===== config.mk =====
export PLATFORM = sky130hd
export DESIGN_NAME = sccb_bridge
export DESIGN_NICKNAME = d
export VERILOG_FILES = /design/src/rtl/sccb_pkg.sv /design/src/rtl/sccb_quarter_tick.sv /design/src/rtl/sccb_host_regs.sv /design/src/rtl/sccb_line_engine.sv /design/src/rtl/sccb_bridge.sv
export SDC_FILE = /design/constraint.sdc
export NUM_CORES = 1
export LEC_CHECK = 0
export BUFFER_PORTS_ARGS = -buffer_cell sky130_fd_sc_hd__buf_2
export CORE_UTILIZATION = 55
export CTS_BUF_LIST = sky130_fd_sc_hd__clkbuf_8
export DETAILED_ROUTE_END_ITERATION = 8
export PLACE_DENSITY_LB_ADDON = 0.3
export SLEW_MARGIN = 5
export SYNTH_ARGS = -nofsm -noshare
export SYNTH_HDL_FRONTEND = slang
export SYNTH_SLANG_ARGS = --single-unit

===== constraint.sdc =====
create_clock -name clk -period 2.3 [get_ports clk]
set_input_delay 0 -clock clk [delete_from_list [all_inputs] [get_ports clk]]
set_output_delay 0 -clock clk [all_outputs]
set_load 0.05 [all_outputs]

===== src/rtl/sccb_pkg.sv =====
package sccb_pkg;

  localparam int SEG_W = 4;

  localparam logic [3:0] OFS_OP     = 4'd0;
  localparam logic [3:0] OFS_STATUS = 4'd1;
  localparam logic [3:0] OFS_ENABLE = 4'd2;
  localparam logic [3:0] OFS_SADDR  = 4'd3;
  localparam logic [3:0] OFS_WIDX   = 4'd4;
  localparam logic [3:0] OFS_WDAT   = 4'd5;
  localparam logic [3:0] OFS_RIDX   = 4'd8;
  localparam logic [3:0] OFS_RDAT   = 4'd9;

  localparam logic [7:0] CODE_WRITE = 8'h05;
  localparam logic [7:0] CODE_READ  = 8'h70;

  localparam logic [7:0] ST_BUSY    = 8'h00;
  localparam logic [7:0] ST_WR_DONE = 8'h04;
  localparam logic [7:0] ST_RD_DONE = 8'h01;
  localparam logic [7:0] ST_REJECT  = 8'hFF;

  typedef enum logic [2:0] {
    K_START = 3'd0,
    K_TX    = 3'd1,
    K_RX    = 3'd2,
    K_STOP  = 3'd3,
    K_END   = 3'd4
  } seg_kind_e;

  typedef enum logic [1:0] {
    SRC_AW  = 2'd0,
    SRC_AR  = 2'd1,
    SRC_IDX = 2'd2,
    SRC_DAT = 2'd3
  } byte_src_e;

  // Enable values 0x00 and 0x01 keep the bus closed.
  function automatic logic bus_usable(input logic [7:0] en);
    return en[7:1] != 7'd0;
  endfunction

  function automatic logic [7:0] addr_wr_form(input logic [7:0] a);
    return {a[7:1], 1'b0};
  endfunction

  function automatic logic [7:0] addr_rd_form(input logic [7:0] a);
    return {a[7:1], 1'b1};
  endfunction

  // Segment plan of one transaction.
  function automatic seg_kind_e plan_kind(input logic is_rd, input logic [SEG_W-1:0] seg);
    seg_kind_e k;
    if (!is_rd) begin
      case (seg)
        4'd0:             k = K_START;
        4'd1, 4'd2, 4'd3: k = K_TX;
        4'd4:             k = K_STOP;
        default:          k = K_END;
      endcase
    end else begin
      case (seg)
        4'd0, 4'd4:       k = K_START;
        4'd1, 4'd2, 4'd5: k = K_TX;
        4'd3, 4'd7:       k = K_STOP;
        4'd6:             k = K_RX;
        default:          k = K_END;
      endcase
    end
    return k;
  endfunction

  function automatic byte_src_e plan_src(input logic is_rd, input logic [SEG_W-1:0] seg);
    byte_src_e s;
    s = SRC_AW;
    if (seg == 4'd2) s = SRC_IDX;
    else if (!is_rd && seg == 4'd3) s = SRC_DAT;
    else if (is_rd && seg == 4'd5) s = SRC_AR;
    return s;
  endfunction

  // Line levels for one quarter of a segment: {scl, sda_released, condition_phase}.
  function automatic logic [2:0] line_next(input seg_kind_e k, input logic [1:0] q,
                                           input logic prev_sda, input logic tx_bit);
    logic scl;
    logic sda;
    logic cnd;
    scl = 1'b1;
    sda = 1'b1;
    cnd = 1'b0;
    case (k)
      K_START: begin
        sda = (q < 2'd2);
        cnd = 1'b1;
      end
      K_TX: begin
        scl = q[1];
        sda = (q == 2'd0) ? prev_sda : tx_bit;
      end
      K_RX: begin
        scl = q[1];
        sda = (q == 2'd0) ? prev_sda : 1'b1;
      end
      K_STOP: begin
        scl = q[1];
        sda = (q == 2'd0) ? prev_sda : (q == 2'd3);
        cnd = 1'b1;
      end
      default: ;
    endcase
    return {scl, sda, cnd};
  endfunction

endpackage


===== src/rtl/sccb_quarter_tick.sv =====
module sccb_quarter_tick #(
  parameter int QTR_CYCLES = 4
) (
  input  logic clk,
  input  logic rst_n,
  input  logic run,
  output logic tick
);
  localparam int CW = (QTR_CYCLES > 2) ? $clog2(QTR_CYCLES) : 1;
  localparam logic [CW-1:0] LAST = CW'(QTR_CYCLES - 1);

  logic [CW-1:0] cnt_q;

  assign tick = run && (cnt_q == LAST);

  always_ff @(posedge clk) begin
    if (!rst_n || !run) cnt_q <= '0;
    else if (cnt_q == LAST) cnt_q <= '0;
    else cnt_q <= cnt_q + 1'b1;
  end
endmodule


===== src/rtl/sccb_host_regs.sv =====
module sccb_host_regs
  import sccb_pkg::*;
(
  input  logic       clk,
  input  logic       rst_n,
  input  logic [3:0] host_addr,
  input  logic       host_wr,
  input  logic [7:0] host_wdata,
  output logic [7:0] host_rdata,
  input  logic       busy,
  input  logic       done_evt,
  input  logic       done_rd,
  input  logic [7:0] rx_byte,
  output logic       start_evt,
  output logic       start_rd,
  output logic [7:0] status_q,
  output logic [7:0] rdata_q,
  output logic [7:0] enable_q,
  output logic [7:0] saddr_q,
  output logic [7:0] widx_q,
  output logic [7:0] wdat_q,
  output logic [7:0] ridx_q
);
  logic op_wr;
  logic code_ok;

  assign op_wr     = host_wr && (host_addr == OFS_OP) && !busy;
  assign code_ok   = (host_wdata == CODE_WRITE) || (host_wdata == CODE_READ);
  assign start_evt = op_wr && code_ok && bus_usable(enable_q);
  assign start_rd  = (host_wdata == CODE_READ);

  always_ff @(posedge clk) begin
    if (!rst_n) begin
      enable_q <= '0;
      saddr_q  <= '0;
      widx_q   <= '0;
      wdat_q   <= '0;
      ridx_q   <= '0;
    end else if (host_wr) begin
      case (host_addr)
        OFS_ENABLE: enable_q <= host_wdata;
        OFS_SADDR:  saddr_q  <= host_wdata;
        OFS_WIDX:   widx_q   <= host_wdata;
        OFS_WDAT:   wdat_q   <= host_wdata;
        OFS_RIDX:   ridx_q   <= host_wdata;
        default: ;
      endcase
    end
  end

  always_ff @(posedge clk) begin
    if (!rst_n) status_q <= ST_BUSY;
    else if (start_evt) status_q <= ST_BUSY;
    else if (op_wr) status_q <= ST_REJECT;
    else if (done_evt) status_q <= done_rd ? ST_RD_DONE : ST_WR_DONE;
  end

  always_ff @(posedge clk) begin
    if (!rst_n) rdata_q <= '0;
    else if (done_evt && done_rd) rdata_q <= rx_byte;
  end

  always_comb begin
    case (host_addr)
      OFS_STATUS: host_rdata = status_q;
      OFS_ENABLE: host_rdata = enable_q;
      OFS_SADDR:  host_rdata = saddr_q;
      OFS_WIDX:   host_rdata = widx_q;
      OFS_WDAT:   host_rdata = wdat_q;
      OFS_RIDX:   host_rdata = ridx_q;
      OFS_RDAT:   host_rdata = rdata_q;
      default:    host_rdata = 8'h00;
    endcase
  end
endmodule


===== src/rtl/sccb_line_engine.sv =====
module sccb_line_engine
  import sccb_pkg::*;
(
  input  logic       clk,
  input  logic       rst_n,
  input  logic       tick,
  input  logic       start_evt,
  input  logic       start_rd,
  input  logic [7:0] saddr,
  input  logic [7:0] widx,
  input  logic [7:0] wdat,
  input  logic [7:0] ridx,
  input  logic       sda_in,
  output logic       busy,
  output logic       done_evt,
  output logic       done_rd,
  output logic [7:0] rx_byte,
  output logic       scl_o,
  output logic       sda_rel_o,
  output logic       cond_phase
);
  logic             busy_q;
  logic             rd_q;
  logic [SEG_W-1:0] seg_q;
  logic [3:0]       bit_q;
  logic [1:0]       qtr_q;
  logic [7:0]       aw_q, ar_q, idx_q, dat_q, rx_q;
  logic             scl_q, sda_q, cnd_q;

  seg_kind_e  kind;
  byte_src_e  src;
  logic [7:0] cur_byte;
  logic       tx_bit;
  logic [2:0] drive;

  assign kind = plan_kind(rd_q, seg_q);
  assign src  = plan_src(rd_q, seg_q);

  always_comb begin
    case (src)
      SRC_AR:  cur_byte = ar_q;
      SRC_IDX: cur_byte = idx_q;
      SRC_DAT: cur_byte = dat_q;
      default: cur_byte = aw_q;
    endcase
    tx_bit = bit_q[3] ? 1'b1 : cur_byte[~bit_q[2:0]];
    drive  = busy_q ? line_next(kind, qtr_q, sda_q, tx_bit) : 3'b110;
  end

  assign busy       = busy_q;
  assign done_evt   = busy_q && (kind == K_END);
  assign done_rd    = done_evt && rd_q;
  assign rx_byte    = rx_q;
  assign scl_o      = scl_q;
  assign sda_rel_o  = sda_q;
  assign cond_phase = cnd_q;

  always_ff @(posedge clk) begin
    if (!rst_n) begin
      busy_q <= 1'b0;
      rd_q   <= 1'b0;
      seg_q  <= '0;
      bit_q  <= '0;
      qtr_q  <= '0;
      aw_q   <= '0;
      ar_q   <= '0;
      idx_q  <= '0;
      dat_q  <= '0;
      rx_q   <= '0;
    end else if (start_evt) begin
      busy_q <= 1'b1;
      rd_q   <= start_rd;
      seg_q  <= '0;
      bit_q  <= '0;
      qtr_q  <= '0;
      aw_q   <= addr_wr_form(saddr);
      ar_q   <= addr_rd_form(saddr);
      idx_q  <= start_rd ? ridx : widx;
      dat_q  <= wdat;
    end else if (busy_q) begin
      if (kind == K_END) begin
        busy_q <= 1'b0;
      end else if (tick) begin
        if (kind == K_RX && qtr_q == 2'd2 && !bit_q[3]) rx_q <= {rx_q[6:0], sda_in};
        if (qtr_q != 2'd3) begin
          qtr_q <= qtr_q + 2'd1;
        end else begin
          qtr_q <= 2'd0;
          if ((kind == K_TX || kind == K_RX) && bit_q != 4'd8) begin
            bit_q <= bit_q + 4'd1;
          end else begin
            bit_q <= 4'd0;
            seg_q <= seg_q + 4'd1;
          end
        end
      end
    end
  end

  always_ff @(posedge clk) begin
    if (!rst_n) begin
      scl_q <= 1'b1;
      sda_q <= 1'b1;
      cnd_q <= 1'b0;
    end else begin
      scl_q <= drive[2];
      sda_q <= drive[1];
      cnd_q <= drive[0];
    end
  end
endmodule


===== src/rtl/sccb_bridge.sv =====
module sccb_bridge
  import sccb_pkg::*;
#(
  parameter int QTR_CYCLES = 4
) (
  input  logic       clk,
  input  logic       rst_n,
  input  logic [3:0] host_addr,
  input  logic       host_wr,
  input  logic [7:0] host_wdata,
  output logic [7:0] host_rdata,
  output logic       scl_o,
  output logic       sda_oe_o,
  input  logic       sda_i
);
  logic       busy;
  logic       tick;
  logic       start_evt;
  logic       start_rd;
  logic       done_evt;
  logic       done_rd;
  logic       cond_phase;
  logic       sda_rel;
  logic [7:0] rx_byte;
  logic [7:0] status_q;
  logic [7:0] rdata_q;
  logic [7:0] enable_q;
  logic [7:0] saddr_q, widx_q, wdat_q, ridx_q;

  sccb_quarter_tick #(.QTR_CYCLES(QTR_CYCLES)) u_tick (
    .clk  (clk),
    .rst_n(rst_n),
    .run  (busy),
    .tick (tick)
  );

  sccb_host_regs u_regs (
    .clk       (clk),
    .rst_n     (rst_n),
    .host_addr (host_addr),
    .host_wr   (host_wr),
    .host_wdata(host_wdata),
    .host_rdata(host_rdata),
    .busy      (busy),
    .done_evt  (done_evt),
    .done_rd   (done_rd),
    .rx_byte   (rx_byte),
    .start_evt (start_evt),
    .start_rd  (start_rd),
    .status_q  (status_q),
    .rdata_q   (rdata_q),
    .enable_q  (enable_q),
    .saddr_q   (saddr_q),
    .widx_q    (widx_q),
    .wdat_q    (wdat_q),
    .ridx_q    (ridx_q)
  );

  sccb_line_engine u_eng (
    .clk       (clk),
    .rst_n     (rst_n),
    .tick      (tick),
    .start_evt (start_evt),
    .start_rd  (start_rd),
    .saddr     (saddr_q),
    .widx      (widx_q),
    .wdat      (wdat_q),
    .ridx      (ridx_q),
    .sda_in    (sda_i),
    .busy      (busy),
    .done_evt  (done_evt),
    .done_rd   (done_rd),
    .rx_byte   (rx_byte),
    .scl_o     (scl_o),
    .sda_rel_o (sda_rel),
    .cond_phase(cond_phase)
  );

  assign sda_oe_o = !sda_rel;
endmodule


Yosys cells after proc, flatten, opt, wreduce, memory -nomap -nowiden
Memory sizes are Yosys's and may differ from the RTL's. A register that Yosys moved wholly into a read port is not among the register bits.
Cells that the tools add are included.
Widths: inputs -> output; s select.
- flip-flop bits (word level): 111
- latch bits: 0
- RAM bits: 0
- memory bits (read-only): 16
- output and inout bits: 10
- word-level logic and storage cells: 131
- memories: 1
- memory list (memory ; depth ; width ; read ports ; clocked after memory_dff ; write ports ; line ; source):
    (no name shown) ; 8 ; 2 ; 1 ; 1 ; 0 ; sccb_pkg.sv:61 ; case (seg)
- add/sub/neg operators: 4
- $mul: 0
- div/mod/pow operators: 0
- order comparisons: 2
- equality and inequality tests: 29
- shift-type cells: 0
- mux-type cells: 26
- bitwise logic cells: 6
- reduce and logical (&&, ||, !) cells: 43
- operator list (kind ; number):
    $pmux 8 s7 ; 1
    $mux 8 ; 3
    $pmux 8 s3 ; 1
    $eq 4x2->1 const B ; 4
    $eq 4x3->1 const B ; 4
    $mux 3 ; 5
    $logic_and 1x1->1 ; 13
    $reduce_and 2->1 ; 6
    $eq 2x2->1 const B ; 5
    $reduce_and 5->1 ; 2
    $mux 1 ; 9
    $pmux 3 s3 ; 1
    $reduce_and 3->1 ; 3
    $add 4x1->4 const B ; 2
    $eq 4x1->1 const B ; 2
    $eq 4x4->1 const B ; 2
    $eq 8x3->1 const B ; 1
    $eq 8x7->1 const B ; 1
    $logic_not 4->1 ; 2
    $ne 2x2->1 const B ; 4
    $reduce_bool 7->1 ; 1
    $eq 3x2->1 const B ; 2
    $mux 2 ; 3
    $reduce_or 3->1 ; 2
    19 further kinds ; 31

Longest topological paths before layout
- word-level depth: 12
- depth in mapped cells: 9
- gate-level depth less buffers: 8

Cells and area by module
Synthesis repeated with hierarchy kept, for this count alone.
- cells, all modules: 600
- area, all modules: 5323.9 um^2
- by module, submodules not included (module ; times used ; cells each ; area each (um^2) ; seq. area each (um^2)):
    sccb_line_engine ; 1 ; 281 ; 2692.6 ; 980.9
    sccb_host_regs ; 1 ; 312 ; 2543.7 ; 1021.0
    sccb_quarter_tick ; 1 ; 6 ; 83.8 ; 40.0
    sccb_bridge ; 1 ; 1 ; 3.8 ; 0.0

Worst setup path after synthesis
OpenSTA, ideal clock, no wires.
- kind: reg2reg
- from: register u_eng.seg_q[0]
- to: register (tool-made name)
- library setup time: 120 ps
- arrival time: 2346 ps
- required time: 2180 ps
- path slack: -167 ps
- cell stages (with the launch flop): 9
- buffers on the path: 0
- path through: dfxtp_1 > inv_1 > ha_1 > or3_4 > a211oi_4 > mux2_2 > nor2_1 > xnor2_1 > o2bb2ai_1
- RTL lines (what ; line ; source):
    start, declared ; sccb_line_engine.sv:24 ; logic [SEG_W-1:0] seg_q;
    start signal, assigned ; sccb_line_engine.sv:93 ; seg_q <= seg_q + 4'd1;

Final worst setup path
- from: register u_eng.seg_q[0]
- to: register u_eng.rx_q[3] (netlist: u_eng.rx_byte[3])
- longest elaborated chain between the ends: 8
- RTL lines (what ; line ; source):
    $eq 4x1->1 or $eq 4x2->1 (tied branches) ; sccb_pkg.sv:54 ; case (seg)
    $reduce_or 3->1 ; sccb_pkg.sv:54 ;
    $pmux 3 s3 * ; sccb_pkg.sv:54 ;
    $mux 3 * ; sccb_pkg.sv:53 ; if (!is_rd) begin
    $eq 3x2->1 ; sccb_line_engine.sv:84 ; if (kind == K_RX && qtr_q == 2'd2 && !bit_q[3]) rx_q <= {rx_q[6:0], sda_in};
    $logic_and 1x1->1 (2 in a row) ; sccb_line_engine.sv:84 ;
    $reduce_and 5->1 (no source line) * ; -- ;
    end signal, assigned ; sccb_line_engine.sv:84 ;
    end, declared ; sccb_line_engine.sv:27 ; logic [7:0] aw_q, ar_q, idx_q, dat_q, rx_q;
Mark *: on every way between the ends. The rest lies on a longest branch, timed or not.
A chain may end at the register's enable or synchronous reset.

==> key figures <==
Run status
  – Status: complete, but fails checks
  – Failing checks: setup timing

Global route
  – Vias in the first global route: 3962
  – Total global routing overflow: 0
  – First-pass GRT wire length: 19.6 mm
  – Initial antenna violation count: 0
  – Met1 usage: 0.351
  – Total GRT Usage: 0.259
  – Grt met2 use: 0.418
  – Maximum number of pins on one net before global-route repair: 44
  – GRT busiest layer: met2
  – Met3 Usage GRT: 0.0520

Place
  – Placed cell area: 5280 µm²
  – Placed insts: 676
  – DPL Wire Length: 8.56 mm
  – Gpl congestion: 0.908
  – # port buffers: 25

Synth
  – Synth Flop Type: dfxtp_1
  – Syn nets: 581
  – Seq cells post-synth: 101
  – Ys async rst share: 0
  – Avg Synthesized Cell Area: 8.94 µm²
  – Seq/Total Area, Yosys: 0.407
  – Post-synth top cells: dfxtp_1, nand2_1, nand3_1
  – Ys Warns: 0
  – Mapped Cells: 555
  – Netlist cell types: 57
  – Synth top area share: 0.407
  – Post-synth top area cell: dfxtp_1
  – Mapped Area: 4960 µm²
  – Most common cell in the netlist: dfxtp_1
  – Number of enable flip-flop cells after synthesis: 0
  – Area contributors post-synth: dfxtp_1, mux2i_1, nand3_1, nor2b_1, a21boi_0

Cells and area
  – Finished Layout Cells: 709
  – Area Overhead vs Synth: 15.2%
  – Layout cells sized above 1: 0.166
  – Reg area: 2030 µm²
  – Combined area of the multi-input logic cells: 2850 µm²
  – Nets: 623
  – ANT cells: 0
  – FILL cells: 706
  – Design area: 5710 µm²

STA
  – Tightest Pin Transition: 0.614 ns
  – Unrepaired setup endpoints after global routing: true
  – Final number of hold-violating endpoints: 0
  – Fin crit period: 2.31 ns
  – Slew headroom: 0.590
  – Max Fclk: 433 MHz
  – Sum Neg Setup Slack: -0.0116 ns
  – Final worst-path cycle share: 1.01
  – Final worst setup slack: -0.0116 ns
  – Slew Viols, Final: 0
  – Final Setup Violations: 1
  – Worst-case clock skew: 0.0164 ns

Worst setup path
  – Crit-path max FO: 8
  – Crit path kind: reg -> reg
  – R2R setup slack: -0.01 ns
  – CP Launch Type: flop
  – Critical path endpoint category: flop
  – Data arrival time of the critical path: 2.59 ns
  – RR Endpoint: u_eng.rx_byte[3]
  – Worst EP required: 2.58 ns
  – R2R cell count: 9
  – Worst R2R Start: u_eng.seg_q[0]

Clock network
  – TritonCTS clock tree: yes
  – Htree depth: 3
  – Clock tree buffer depth: 2
  – Clk Latency, worst-skew pair: 0.38 ns
  – CTS buffer count: 9
  – CTS Root Cell: clkbuf_8
  – Clock Sink Count: 101
  – Clock Pin Slew Worst Setup and Hold Paths: 0.10 ns

Routing
  – DRT antenna net count: 0
  – Wirelength, routed: 12.3 mm
  – DRC Markers: 0
  – Avg Vias per Cell: 5.90
  – Iteration-0 DRC count of the detailed router: 229
  – Pre-antenna DRT Iters: 5
  – Vias: 4181
  – Routed len/inst: 17.4 µm

Worst hold path
  – Hold_sp: host_addr[3]
  – Hold Crit Endpoint: u_regs.status_q[6]
  – HP Class: in -> reg
  – Hold Path Stages: 3

Die
  – # rows: 34
  – Starting Density: 0.569
  – Die Y: 97.0 µm
  – Die W: 97.0 µm
  – I/O pins: 26
  – Core footprint: 8720 µm²
  – Total die area: 9410 µm²

Flow run
  – Max-cap violations: 0

Power and ir drop
  – Leakage: 2.16 nW
  – Peak supply drop: 0.000355 V
  – Pwr Density: 524 nW/µm²
  – Pwr Total: 2.99 mW
registers in the layout, summed over array words and instances, names as in the netlist, 3 cells and up, named ones only:
| register | flops |
|---|---|
| u_regs.enable_q | 8 |
| u_eng.dat_q | 8 |
| u_eng.bit_q | 4 |
| u_regs.ridx_q | 8 |
| u_eng.idx_q | 8 |
| u_eng.ar_q | 8 |
| u_eng.seg_q | 4 |
| u_regs.rdata_q | 8 |
| u_eng.rx_byte | 8 |
| u_regs.status_q | 3 |
| u_regs.saddr_q | 8 |
| u_regs.widx_q | 8 |
| u_regs.wdat_q | 8 |
per-stage QoR:
stage | utilization | hold slack (ns) | setup slack [ns]
after detailed placement | 0.605 | 0.272 | -0.0409
after CTS | 0.641 | 0.0292 | 0.0118
after floorplan | - | 0.156 | 0.0262
after global placement | 0.605 | 0.256 | 0.0469
final | 0.655 | 0.0464 | -0.0116
after global routing | 0.655 | 0.0421 | -0.0873
cells by family (layout without fill, tap and decap cells):
group	count (synthesis)	count (layout)	synth area share
AND/OR/NAND/NOR	229	229	0.240
AO/OA/AOI/OAI	116	116	0.179
flip-flops	101	101	0.407
multiplexers	51	51	0.106
buffers and inverters	45	91	0.0371
adder cells (fa/ha/maj)	10	10	0.0252
XOR/XNOR	3	3	0.00530
routing by layer:
layer  wire, µm  part of all wire
met5          0                 0
met4        233             0.019
met3        520             0.042
met2       5890              0.48
met1       5700              0.46
worst max-delay path by stage:
stage | start | endpoint | slack [ns]
after floorplan | u_eng.seg_q[0] | u_eng.bit_q[3] | 0.03
after global placement | u_eng.seg_q[0] | flop | 0.05
after detailed placement | u_eng.seg_q[0] | flop | -0.04
after CTS | u_eng.seg_q[1] | flop | 0.01
after global routing | u_eng.seg_q[0] | u_eng.rx_byte[0] | -0.09
final | u_eng.seg_q[0] | u_eng.rx_byte[3] | -0.01
area by class of cell:
cell class	count	share of cell area
multi-input combinational	409	0.499
tap	108	0.0236
sequential	101	0.355
clock inverter	6	0.0101
inverter	8	0.00569
clock buffer	9	0.0217
timing repair buffer	68	0.0845
worst max-delay path, cell delays in order, from the launching register on:
cell      delay (ns)
dfxtp_4         0.40
inv_4           0.05
ha_4            0.15
or3_4           0.40
a211oi_4        0.41
nand4b_1        0.23
nor2_4          0.17
buf_12          0.14
mux2i_1         0.20
nor2b_1         0.06
power breakdown:
| group | total (mW) | internal, mW | switching, mW | leakage [nW] |
|---|---|---|---|---|
| clock network | 1.06 | 0.412 | 0.653 | 0.0873 |
| logic | 0.162 | 0.0638 | 0.0985 | 1.26 |
| registers | 1.76 | 1.76 | 0.00954 | 0.816 |
| total | 2.99 | 2.23 | 0.761 | 2.16 |
cell usage in the layout (no fill, tap or decap), types with 17 or more instances in the layout:
| cell | n |
|---|---|
| mux2i_1 | 48 |
| nand3_1 | 53 |
| dfxtp_1 | 99 |
| nor2b_1 | 43 |
| nor2_1 | 17 |
| a22oi_1 | 21 |
| a21boi_0 | 34 |
| buf_4 | 33 |
| buf_2 | 25 |
| nand2_1 | 68 |
what timing repair did:
item / in CTS / in global routing
hold endpoints to repair: 31 / 0
setup endpoints to repair: 6 / 16
pin swaps: 5 / 11
hold buffers: 9 / 0
resized for setup: 3 / 17
buffers inserted: 5 / 4
No activity file was read; power rests on OpenSTA's default activity.
